<file path="src/rtl/evs_pkg.sv">
package evs_pkg;

   localparam int WORD_W   = 32;
   localparam int DEC_BIT  = 31;
   localparam int INC_BIT  = 30;
   localparam int LIVE_BIT = 29;
   localparam int SEM_BIT  = 28;
   localparam int BAD_BIT  = 27;
   localparam int ROLL_BIT = 26;

   typedef struct packed {
      logic dec;
      logic inc;
      logic live;
      logic sem;
      logic bad;
      logic roll;
   } slot_stat_t;

   function automatic logic [WORD_W-1:0] stat_word(slot_stat_t s);
      logic [WORD_W-1:0] w;
      w           = '0;
      w[DEC_BIT]  = s.dec;
      w[INC_BIT]  = s.inc;
      w[LIVE_BIT] = s.live;
      w[SEM_BIT]  = s.sem;
      w[BAD_BIT]  = s.bad;
      w[ROLL_BIT] = s.roll;
      return w;
   endfunction

endpackage

</file>
<file path="src/rtl/evs_addr_dec.sv">
module evs_addr_dec #(
   parameter int NUM_CTR  = 8,
   parameter int ADDR_W   = 8,
   parameter int BASE_OFS = 8,
   parameter int STRIDE   = 16
) (
   input  logic [ADDR_W-1:0]  addr,
   output logic [NUM_CTR-1:0] sel
);

   for (genvar k = 0; k < NUM_CTR; k++) begin : g_hit
      localparam logic [ADDR_W-1:0] SLOT_ADR = ADDR_W'(BASE_OFS + STRIDE * k);
      assign sel[k] = (addr == SLOT_ADR);
   end

endmodule

</file>
<file path="src/rtl/evs_slot.sv">
module evs_slot
   import evs_pkg::*;
#(
   parameter bit LIVE_REG = 1'b1
) (
   input  logic       clk,
   input  logic       rst_n,
   input  logic       inc_evt,
   input  logic       dec_evt,
   input  logic       cnt_live,
   input  logic       roll_p,
   input  logic       badsel_p,
   input  logic       flag_clr,
   input  logic       rd_hit,
   input  logic       rel_hit,
   output slot_stat_t stat
);

   logic [2:0] live_q;
   logic       sem_q;
   logic       bad_q;
   logic       roll_q;

   if (LIVE_REG) begin : g_live_reg
      always_ff @(posedge clk or negedge rst_n) begin
         if (!rst_n) live_q <= '0;
         else        live_q <= {dec_evt, inc_evt, cnt_live};
      end
   end else begin : g_live_comb
      assign live_q = {dec_evt, inc_evt, cnt_live};
   end

   // release beats a concurrent read
   always_ff @(posedge clk or negedge rst_n) begin
      if (!rst_n)       sem_q <= 1'b0;
      else if (rel_hit) sem_q <= 1'b0;
      else if (rd_hit)  sem_q <= 1'b1;
   end

   // set beats clear for both sticky flags
   always_ff @(posedge clk or negedge rst_n) begin
      if (!rst_n) begin
         bad_q  <= 1'b0;
         roll_q <= 1'b0;
      end else begin
         if (badsel_p)      bad_q <= 1'b1;
         else if (flag_clr) bad_q <= 1'b0;
         if (roll_p)        roll_q <= 1'b1;
         else if (flag_clr) roll_q <= 1'b0;
      end
   end

   assign stat.dec  = live_q[2];
   assign stat.inc  = live_q[1];
   assign stat.live = live_q[0];
   assign stat.sem  = sem_q;
   assign stat.bad  = bad_q;
   assign stat.roll = roll_q;

endmodule

</file>
<file path="src/rtl/evs_rd_mux.sv">
module evs_rd_mux
   import evs_pkg::*;
#(
   parameter int NUM_CTR = 8
) (
   input  logic                      rd_en,
   input  logic [NUM_CTR-1:0]        sel,
   input  slot_stat_t [NUM_CTR-1:0]  stat_v,
   output logic [WORD_W-1:0]         rdata
);

   always_comb begin
      rdata = '0;
      for (int k = 0; k < NUM_CTR; k++) begin
         if (rd_en && sel[k]) rdata = rdata | stat_word(stat_v[k]);
      end
   end

endmodule

</file>
<file path="src/rtl/evt_stat_bank.sv">
module evt_stat_bank
   import evs_pkg::*;
#(
   parameter int NUM_CTR  = 8,
   parameter int ADDR_W   = 8,
   parameter int BASE_OFS = 8,
   parameter int STRIDE   = 16,
   parameter bit LIVE_REG = 1'b1
) (
   input  logic               clk,
   input  logic               rst_n,
   input  logic               rd_en,
   input  logic               wr_en,
   input  logic [ADDR_W-1:0]  addr,
   input  logic [WORD_W-1:0]  wdata,
   output logic [WORD_W-1:0]  rdata,
   input  logic [NUM_CTR-1:0] inc_evt,
   input  logic [NUM_CTR-1:0] dec_evt,
   input  logic [NUM_CTR-1:0] cnt_live,
   input  logic [NUM_CTR-1:0] roll_p,
   input  logic [NUM_CTR-1:0] badsel_p,
   input  logic [NUM_CTR-1:0] flag_clr
);

   localparam int TOP_ADR = BASE_OFS + STRIDE * (NUM_CTR - 1);

   if (NUM_CTR < 1) begin : g_bad_num
      $error("evt_stat_bank: NUM_CTR must be at least 1");
   end
   if (STRIDE < 1) begin : g_bad_stride
      $error("evt_stat_bank: STRIDE must be positive");
   end
   if (TOP_ADR >= (1 << ADDR_W)) begin : g_bad_span
      $error("evt_stat_bank: address span exceeds ADDR_W");
   end

   logic [NUM_CTR-1:0]       sel_v;
   slot_stat_t [NUM_CTR-1:0] stat_v;
   logic                     rel_req;
   logic                     wdata_unused;

   assign rel_req      = wr_en && wdata[SEM_BIT];
   assign wdata_unused = ^{wdata[WORD_W-1:SEM_BIT+1], wdata[SEM_BIT-1:0]};

   evs_addr_dec #(
      .NUM_CTR  (NUM_CTR),
      .ADDR_W   (ADDR_W),
      .BASE_OFS (BASE_OFS),
      .STRIDE   (STRIDE)
   ) u_dec (
      .addr (addr),
      .sel  (sel_v)
   );

   for (genvar k = 0; k < NUM_CTR; k++) begin : g_slot
      evs_slot #(
         .LIVE_REG (LIVE_REG)
      ) u_slot (
         .clk      (clk),
         .rst_n    (rst_n),
         .inc_evt  (inc_evt[k]),
         .dec_evt  (dec_evt[k]),
         .cnt_live (cnt_live[k]),
         .roll_p   (roll_p[k]),
         .badsel_p (badsel_p[k]),
         .flag_clr (flag_clr[k]),
         .rd_hit   (rd_en && sel_v[k]),
         .rel_hit  (rel_req && sel_v[k]),
         .stat     (stat_v[k])
      );
   end

   evs_rd_mux #(
      .NUM_CTR (NUM_CTR)
   ) u_mux (
      .rd_en  (rd_en),
      .sel    (sel_v),
      .stat_v (stat_v),
      .rdata  (rdata)
   );

endmodule

</file>
<file path="config.mk">
export PLATFORM = sky130hd
export DESIGN_NAME = evt_stat_bank
export DESIGN_NICKNAME = d
export VERILOG_FILES = /design/src/rtl/evs_pkg.sv /design/src/rtl/evs_addr_dec.sv /design/src/rtl/evs_slot.sv /design/src/rtl/evs_rd_mux.sv /design/src/rtl/evt_stat_bank.sv
export SDC_FILE = /design/constraint.sdc
export NUM_CORES = 1
export LEC_CHECK = 0
export ABC_AREA = 1
export BUFFER_PORTS_ARGS = -buffer_cell sky130_fd_sc_hd__buf_2
export CAP_MARGIN = 20
export CELL_PAD_IN_SITES_DETAIL_PLACEMENT = 0
export CELL_PAD_IN_SITES_GLOBAL_PLACEMENT = 1
export CORE_ASPECT_RATIO = 0.5
export CORE_MARGIN = 3
export CORE_UTILIZATION = 35
export DETAILED_ROUTE_END_ITERATION = 10
export PLACE_DENSITY_LB_ADDON = 0.1
export SLEW_MARGIN = 20
export SYNTH_ARGS = -nofsm -noshare
export SYNTH_HDL_FRONTEND = slang
export SYNTH_SLANG_ARGS = --single-unit
</file>
<file path="constraint.sdc">
create_clock -name clk -period 1.22 [get_ports clk]
set_input_delay 0.122 -clock clk [delete_from_list [all_inputs] [get_ports clk]]
set_output_delay 0.122 -clock clk [all_outputs]
set_load 0.05 [all_outputs]
</file>
After elaboration in Yosys (flattened, before gate mapping)
Index checks and enable logic that the tools add are counted.

Register bits after elaboration: 48. Output and inout port bits: 32. Bits of input ports: 92. Memories: 0. RAM bits: 0. Memory bits (read-only): 0. Word-level logic and storage cells: 136. Bits in latches: 0.

Reductions and logical operators: 41. Div/mod/pow operators: 0. Bitwise operators: 7. Multiplexer cells: 48. Equality and inequality tests: 8. Multipliers: 0. Shifts and indexed selects: 0. Add/subtract/negate cells: 0. Magnitude comparators: 0.

Operator list (number): two-way mux 32 bit (8); OR 32 bit (7); nonzero test 2 bit (24); two-way mux 1 bit (40); == test 8 x 7 -> 1 bit, second input constant (4); logical AND 1 bit (17); == test 8 x 6 -> 1 bit, second input constant (2); == test 8 x 4 -> 1 bit, second input constant (1); == test 8 x 5 -> 1 bit, second input constant (1).

Depth between registers and ports, before layout
Gate-level depths: netlist of run 1.

Word-level depth: 17. Depth in mapped cells: 8. Depth with buffers taken out: 8.

Modules after synthesis
A second synthesis of run 1 with hierarchy kept.

Cell total of the unflattened synthesis: 330. Area total of the unflattened synthesis: 2548.7 µm².

Modules (own cells, without submodules): evs_slot (seq. area each 150.1 µm², times used 8, cells an instance 18, area each 206.4 µm²); evs_rd_mux (seq. area each 0.0 µm², times used 1, cells an instance 122, area each 636.9 µm²); evt_stat_bank (seq. area each 0.0 µm², times used 1, cells an instance 34, area each 140.1 µm²); evs_addr_dec (seq. area each 0.0 µm², times used 1, cells an instance 30, area each 120.1 µm²).

Worst setup path after synthesis of run 1
Ideal clock, no wire load.

Path type: input-to-output. Start: input addr[1]. End: output rdata[27]. Stages on the path: 8. Buffers on the path: 1. Setup slack: 0.007 ns. Data required time: 1.098 ns. Data arrival time: 1.091 ns. Cell sequence: nor2_4 inv_2 nor2_4 buf_6 nand4_1 nand2_1 nor2_1 nand2_1.

Word-level cells in the longest chain between the ends: 17. Elaborated cells on any way between the ends: 31. Those cells by class: eq/ne (8); mux (8); bitwise (7); reduce/logical (8).

Ends and longest elaborated chain: from (decl) (line evt_stat_bank.sv:14) `input logic [ADDR_W-1:0] addr,`; == test 8 x 4 -> 1 bit (line evs_addr_dec.sv:13) `assign sel[k] = (addr == SLOT_ADR);`; logical AND 1 bit (line evs_rd_mux.sv:15) `if (rd_en && sel[k]) rdata = rdata | stat_word(stat_v[k]);`; two-way mux 32 bit (line evs_rd_mux.sv:15); OR 32 bit (line evs_rd_mux.sv:15); two-way mux 32 bit (line evs_rd_mux.sv:15); OR 32 bit (line evs_rd_mux.sv:15); two-way mux 32 bit (line evs_rd_mux.sv:15); OR 32 bit (line evs_rd_mux.sv:15); two-way mux 32 bit (line evs_rd_mux.sv:15); OR 32 bit (line evs_rd_mux.sv:15); two-way mux 32 bit (line evs_rd_mux.sv:15); OR 32 bit (line evs_rd_mux.sv:15); two-way mux 32 bit (line evs_rd_mux.sv:15); OR 32 bit (line evs_rd_mux.sv:15); two-way mux 32 bit (line evs_rd_mux.sv:15); OR 32 bit (line evs_rd_mux.sv:15); two-way mux 32 bit * (line evs_rd_mux.sv:15); to (decl) (line evt_stat_bank.sv:16) `output logic [WORD_W-1:0] rdata,`.

Every way passes the cells marked *; elsewhere a longest branch is shown, timed or not.

Worst setup path in the final report of run 1
Start: input addr[2]. End: output rdata[26].

The elaborated chain is that of the path after synthesis.

==> impl_metrics.toml, run 1 <==
[power]
finalPower_mw = 3.73
vdd_drop_max_uv = 488
leakage_nw = 1.80
power.density_nw_per_um2 = 1080

[timing]
fin_setup_tns_ps = -786
finalHoldViolCount = 0
fin_crit_ps = 1380
hold_ws_ps = 18.5
fin_skew_ps = 0
rsz0062_at_grt = "true"
fmax_mhz = 724
slew_viol_final = 0
worst_slack_ps = -161
setup_viol = 6
post-route-period-util = 1.13

[finish]
final_common_cell = "buf_2"
layout_common_cells = "58 x buf_2, 48 x dfrtp_1, 37 x nand4_1"
syn2layout_area_growth_pct = 40.4
antennaDiodeCount = 0
drive_above_1_share = 0.325
utilization = 0.537
fin_nets = 463
post-route-cell-area_um2 = 3450
instances_no_fill = 460

[floorplan]
core_um2 = 6430
io_pins = 124
die_h_um = 65.3
row_count = 20
die_w_um = 125
die-area_um2 = 8130
start_util = 0.382

[route]
wl_mm = 6.09
routed_via_density = 4.64
met1_length_mm = 2.90
dr.pass1.iters = 4
wl_met2_mm = 2.69
wl_met3_um = 431
antenna_left = 0
vias = 2133
drt_iter0_drc = 96
top_layer_used = "met4"
drcViolationCount = 0
drt-wirelength-per-cell_um = 13.2

[clocking]
clock-sinks = 48
cts_root_buf = "clkbuf_16"
clk-insertion-delay-late_ps = 290
clk_pin_slew_ps = 60
cts_tree = "done"
cts_buffers = 5
htree_levels = 2
clk_path_buf_depth = 2

[critical_path]
path_buf_inv = 5
critPathLaunch = "addr[2]"
slowest_delay_ps = 170
critPathKind = "input pin to output pin"
worstPathMaxFanout = 5
cp-endpoint = "rdata[26]"
crit_family = "buffers and inverters"
reg2reg_slack_ps = 520
cp.arrival_ps = 1260
worstPathCellList = "buf_2 -> inv_1 -> nand2_2 -> nor2_4 -> buf_12 -> clkbuf_16 -> nand4_1 -> nand2_1 -> nor2_1 -> nand2_1 -> buf_6"
required_ps = 1100
rr_worst_depth = 2
cp.depth = 11
cp-start-kind = "input pin"
r2r_end = "g_slot[7].u_slot.sem_q$_DFFE_PN0P_"
timing.rr.start = "g_slot[7].u_slot.sem_q$_DFFE_PN0P_"
end_kind = "output pin"
slowest_stage = "nor2_4"
cpMostUsedCell = "nand2_1"

[synthesis]
synth.distinct_cells = 23
yosysSeqAreaShare = 0.488
synth-seq-cells = 48
synth_edf_count = 0
postSynthCellCount = 269
synth_warnings = 0
synth.avg_cell_area_um2 = 9.14
async_flop_share = 1.00
syn-cell-area_um2 = 2460
synthFlopType = "dfrtp_1"

[placement]
dpl.cell_count = 421
placed_area_um2 = 2830
port_buffers = 66
post-place-ws_ps = -235
place.gp.congestion = 0.775
hpwl_mm = 4.22

[status]
outcome = "complete, but fails checks"
violations = "negative setup slack"

[grt]
grt_pass1_vias = 2051
antenna_found_initial = 0
grt_usage = 0.153
grt_pass1_wl_mm = 9.71
overflow = 0
grt_max_degree = 44

[worst_hold_path]
hold_path.class = "input pin to flop"

[job]
maxCapViolCount = 0
==> repair_timing <==
item                                   CTS  global route
hold buffers                            25             0
cloned                                   2             1
setup endpoints to repair                6             6
buffers inserted                         2             1
endpoints found under the hold margin   41             0
gates resized for setup                 29             5
pin swaps                               18             6
==> per-layer routing <==
layer	vias up	track usage
met4	0	0.0451
li1	1055	-
met1	994	0.206
met5	-	0
met2	77	0.246
met3	7	0.0422
==> where the power goes <==
part / switching [mW] / internal (mW)
Sequential: 0.0432 / 1.68
Clock: 0.572 / 0.816
Combinational: 0.393 / 0.220
Total: 1.01 / 2.72
==> sequential cells by signal, indices dropped and copies added (netlist names) <==
register / cells
g_slot.u_slot.roll_q: 8
g_slot.u_slot.sem_q: 8
g_slot.u_slot.bad_q: 8
g_slot.u_slot.live_q: 24
==> worst min path at each step <==
stage                startpoint                             endpoint  slack (ps)  cells after the start
floorplan                 rst_n   g_slot[0].u_slot.bad_q$_DFFE_PN0P_        -170                      0
finish              flag_clr[3]  g_slot[3].u_slot.roll_q$_DFFE_PN0P_          20                      2
detailed placement        rst_n   g_slot[0].u_slot.bad_q$_DFFE_PN0P_          70                      1
CTS                 flag_clr[3]   g_slot[3].u_slot.bad_q$_DFFE_PN0P_          10                      2
global placement          rst_n   g_slot[0].u_slot.bad_q$_DFFE_PN0P_          60                      1
global route        badsel_p[2]   g_slot[2].u_slot.bad_q$_DFFE_PN0P_          20                      2
==> cell usage after synthesis, types with 4 or more instances <==
cell	count	share of area
a21oi_1	6	0.012
nor2_1	16	0.024
inv_1	28	0.043
nand3_1	17	0.035
dfrtp_1	48	0.49
o21bai_1	16	0.049
nand2_2	5	0.013
nand4_1	37	0.094
buf_2	6	0.012
nor2_4	6	0.027
buf_6	4	0.018
nor4_1	5	0.013
nand2_1	36	0.055
buf_4	26	0.079
==> layout make-up <==
cell class	instances	area [um2]
tap	88	110
inverter	31	116
multi-input combinational	179	1030
sequential	48	1200
clock buffer	7	143
timing repair buffer	106	851
fill	598	2980
clock inverter	1	7.51
==> kinds of logic (layout without fill, tap and decap cells) <==
| group | count (synthesis) | in the layout | share of synthesized area |
|---|---|---|---|
| AOI/OAI and AO/OA | 24 | 24 | 0.0666 |
| and+or+nand+nor | 129 | 129 | 0.286 |
| buffers and inverters | 67 | 145 | 0.157 |
| other | 1 | 26 | 0.00152 |
| DFF | 48 | 48 | 0.488 |
No activity file was read; power rests on OpenSTA's default activity.
==> run 2: changes to the inputs <==
Settings changed: ABC_AREA 1 to unset, HOLD_SLACK_MARGIN set to 0.05.
==> run 2 against run 1 <==
Effect of this change: clock power grew 26%; first-iteration DRC count shrank 38%; cell area shrank 0.33%; synthesized cell count shrank 33%; critical path type unchanged; largest cell class unchanged; sequential power is essentially flat; sequential share of layout area grew 0.11 points; the run still ends with negative setup slack left; fmax shrank 9.5%.
==> impl_metrics.toml, run 2 <==
[floorplan]
die_w_um = 118
io_pins = 124
die-area_um2 = 7270
row_count = 19
core_um2 = 5750
die_h_um = 61.8
start_util = 0.379

[synthesis]
synth.top_cell.area_share = 0.551
syn-cell-area_um2 = 2180
synth.distinct_cells = 26
synth_warnings = 0
synth.avg_cell_area_um2 = 12.1
synth_area_leaders = "dfrtp_1 55%, mux2i_1 11%, buf_4 9.0%"
yosysTopAreaCell = "dfrtp_1"
synth-seq-cells = 48
postSynthCellCount = 180
async_flop_share = 1.00
synth_edf_count = 0
synthFlopType = "dfrtp_1"
yosysSeqAreaShare = 0.551
synth_commonest_cells = "48 x dfrtp_1, 26 x buf_4, 24 x mux2i_1"
synth.most_common_cell = "dfrtp_1"

[worst_hold_path]
hold_path.class = "input pin to flop"
min_to = "g_slot[7].u_slot.bad_q$_DFFE_PN0P_"
hp-start = "flag_clr[7]"
min_path_cells = 3

[finish]
syn2layout_area_growth_pct = 58.0
regMostFlops = "g_slot.u_slot.live_q"
layout_common_cells = "60 x buf_2, 48 x dfrtp_1, 41 x dlygate4sd3_1"
drive_above_1_share = 0.372
instances_no_fill = 393
final_common_cell = "buf_2"
utilization = 0.599
largest_reg_flops = 24
fin_nets = 400
antennaDiodeCount = 0

[clocking]
clk_path_buf_depth = 2
clock-sinks = 48
clk-insertion-delay-late_ps = 280
cts_tree = "done"
cts_buffers = 5
cts_root_buf = "clkbuf_16"
htree_levels = 2
clk_pin_slew_ps = 60

[critical_path]
required_ps = 1100
cp-start-kind = "input pin"
cp.arrival_ps = 1400
slowest_stage = "or4bb_1"
r2r_end = "g_slot[3].u_slot.roll_q$_DFFE_PN0P_"
end_kind = "output pin"
timing.rr.start = "g_slot[3].u_slot.roll_q$_DFFE_PN0P_"
slowest_delay_ps = 520
reg2reg_slack_ps = 450
rr_worst_depth = 2
critPathKind = "input pin to output pin"
worstPathMaxFanout = 8
worstPathCellList = "buf_2 -> or4bb_1 -> buf_6 -> o22ai_2 -> o21a_4 -> buf_8"

[timing]
slew_viol_final = 0
post-route-period-util = 1.25
finalHoldViolCount = 0
worst_slack_ps = -305
setup_viol = 6
fmax_mhz = 656
fin_skew_ps = 0
fin_setup_tns_ps = -1700
rsz0062_at_grt = "true"
fin_crit_ps = 1530

[route]
antenna_left = 0
drt-wirelength-per-cell_um = 13.3
drcViolationCount = 0
vias = 1747
drt_iter0_drc = 60
dr.pass1.iters = 4
routed_via_density = 4.45
wl_mm = 5.24

[placement]
post-place-ws_ps = -411
hpwl_mm = 3.67
port_buffers = 66
dpl.cell_count = 341
place.gp.congestion = 0.772

[power]
leakage_nw = 1.69
power.density_nw_per_um2 = 1220
vdd_drop_max_uv = 639

[status]
violations = "negative setup slack"
outcome = "complete, but fails checks"

[grt]
grt_usage = 0.145
grt_pass1_vias = 1711
grt_max_degree = 45
antenna_found_initial = 0
overflow = 0
grt_pass1_wl_mm = 8.14

[job]
maxCapViolCount = 0
## run 2: cell types whose count changed in the layout (fill, tap and decap cells not counted), moves of 8 or more
cell           delta
a2bb2oi_1         +8
nand2_2           -9
a21o_1           +16
dlygate4sd3_1    +16
nand3_1          -14
mux2i_1          +24
o21bai_1         -16
inv_1            -18
buf_4            +10
nor2_4           -10
nand2_1          -30
nor2_1            -9
nand4_1          -37
## run 2: through the flow
stage / hold slack (ps) / total power [mW] / area (um2)
after floorplan: -174 / 2.18 / 2380
final: 123 / 4.20 / 3440
after global routing: 129 / 4.37 / 3440
after global placement: -50.2 / 2.35 / 2750
after detailed placement: -46.9 / 2.36 / 2750
after CTS: 118 / 4.24 / 3430
## run 2: logic make-up (layout without fill, tap and decap cells)
group | after synthesis | count (layout) | share of synthesized area
flops | 48 | 48 | 0.551
other cells | 1 | 26 | 0.00172
mux | 24 | 24 | 0.110
buf+inv | 42 | 146 | 0.123
compound gates | 42 | 42 | 0.142
simple gates | 23 | 23 | 0.0718
## run 2: worst max-delay path: cells and delay by family
family	cells	cell delay, ps
buffers and inverters	3	430
AO/OA/AOI/OAI	2	330
AND/OR/NAND/NOR	1	520
## run 2: worst max path at each step
stage	from	endpoint	slack, ps	cells after the start
2_1_floorplan	addr[5]	rdata[27]	-70	4
5_1_grt	g_slot[0].u_slot.bad_q$_DFFE_PN0P_	rdata[27]	-370	5
3_5_place_dp	addr[6]	rdata[26]	-410	6
6_report	addr[7]	rdata[26]	-310	6
4_1_cts	g_slot[3].u_slot.bad_q$_DFFE_PN0P_	rdata[27]	-310	5
3_3_place_gp	addr[6]	rdata[26]	-420	6
## run 2: cell type report
cell class | count | area (um2)
Inverter | 9 | 33.8
Tap cell | 84 | 105
Fill cell | 459 | 2310
Timing Repair Buffer | 129 | 1000
Clock buffer | 5 | 125
Clock inverter | 3 | 68.8
Sequential cell | 48 | 1200
Multi-Input combinational cell | 115 | 906
## run 2: timing repair
action | CTS | global route
endpoints found under the setup margin | 6 | 7
hold endpoints to repair | 88 | 0
setup buffers | 2 | 1
hold buffers | 41 | 0
resized for setup | 18 | 2
pin swaps | 8 | 3
## run 2: metal layers
| layer | share of wire | global-route usage |
|---|---|---|
| met3 | 0.084 | 0.0488 |
| met2 | 0.46 | 0.244 |
| met1 | 0.45 | 0.187 |
| met4 | 0.0034 | 0.0350 |
| met5 | 0 | 0 |
## run 2: power by group
part           total, mW  internal [mW]  leakage, nW  switching, mW
clock               1.75           1.18       0.0944          0.570
sequential          1.73           1.69        0.561         0.0426
combinational      0.715          0.323         1.04          0.392
total               4.20           3.19         1.69           1.01
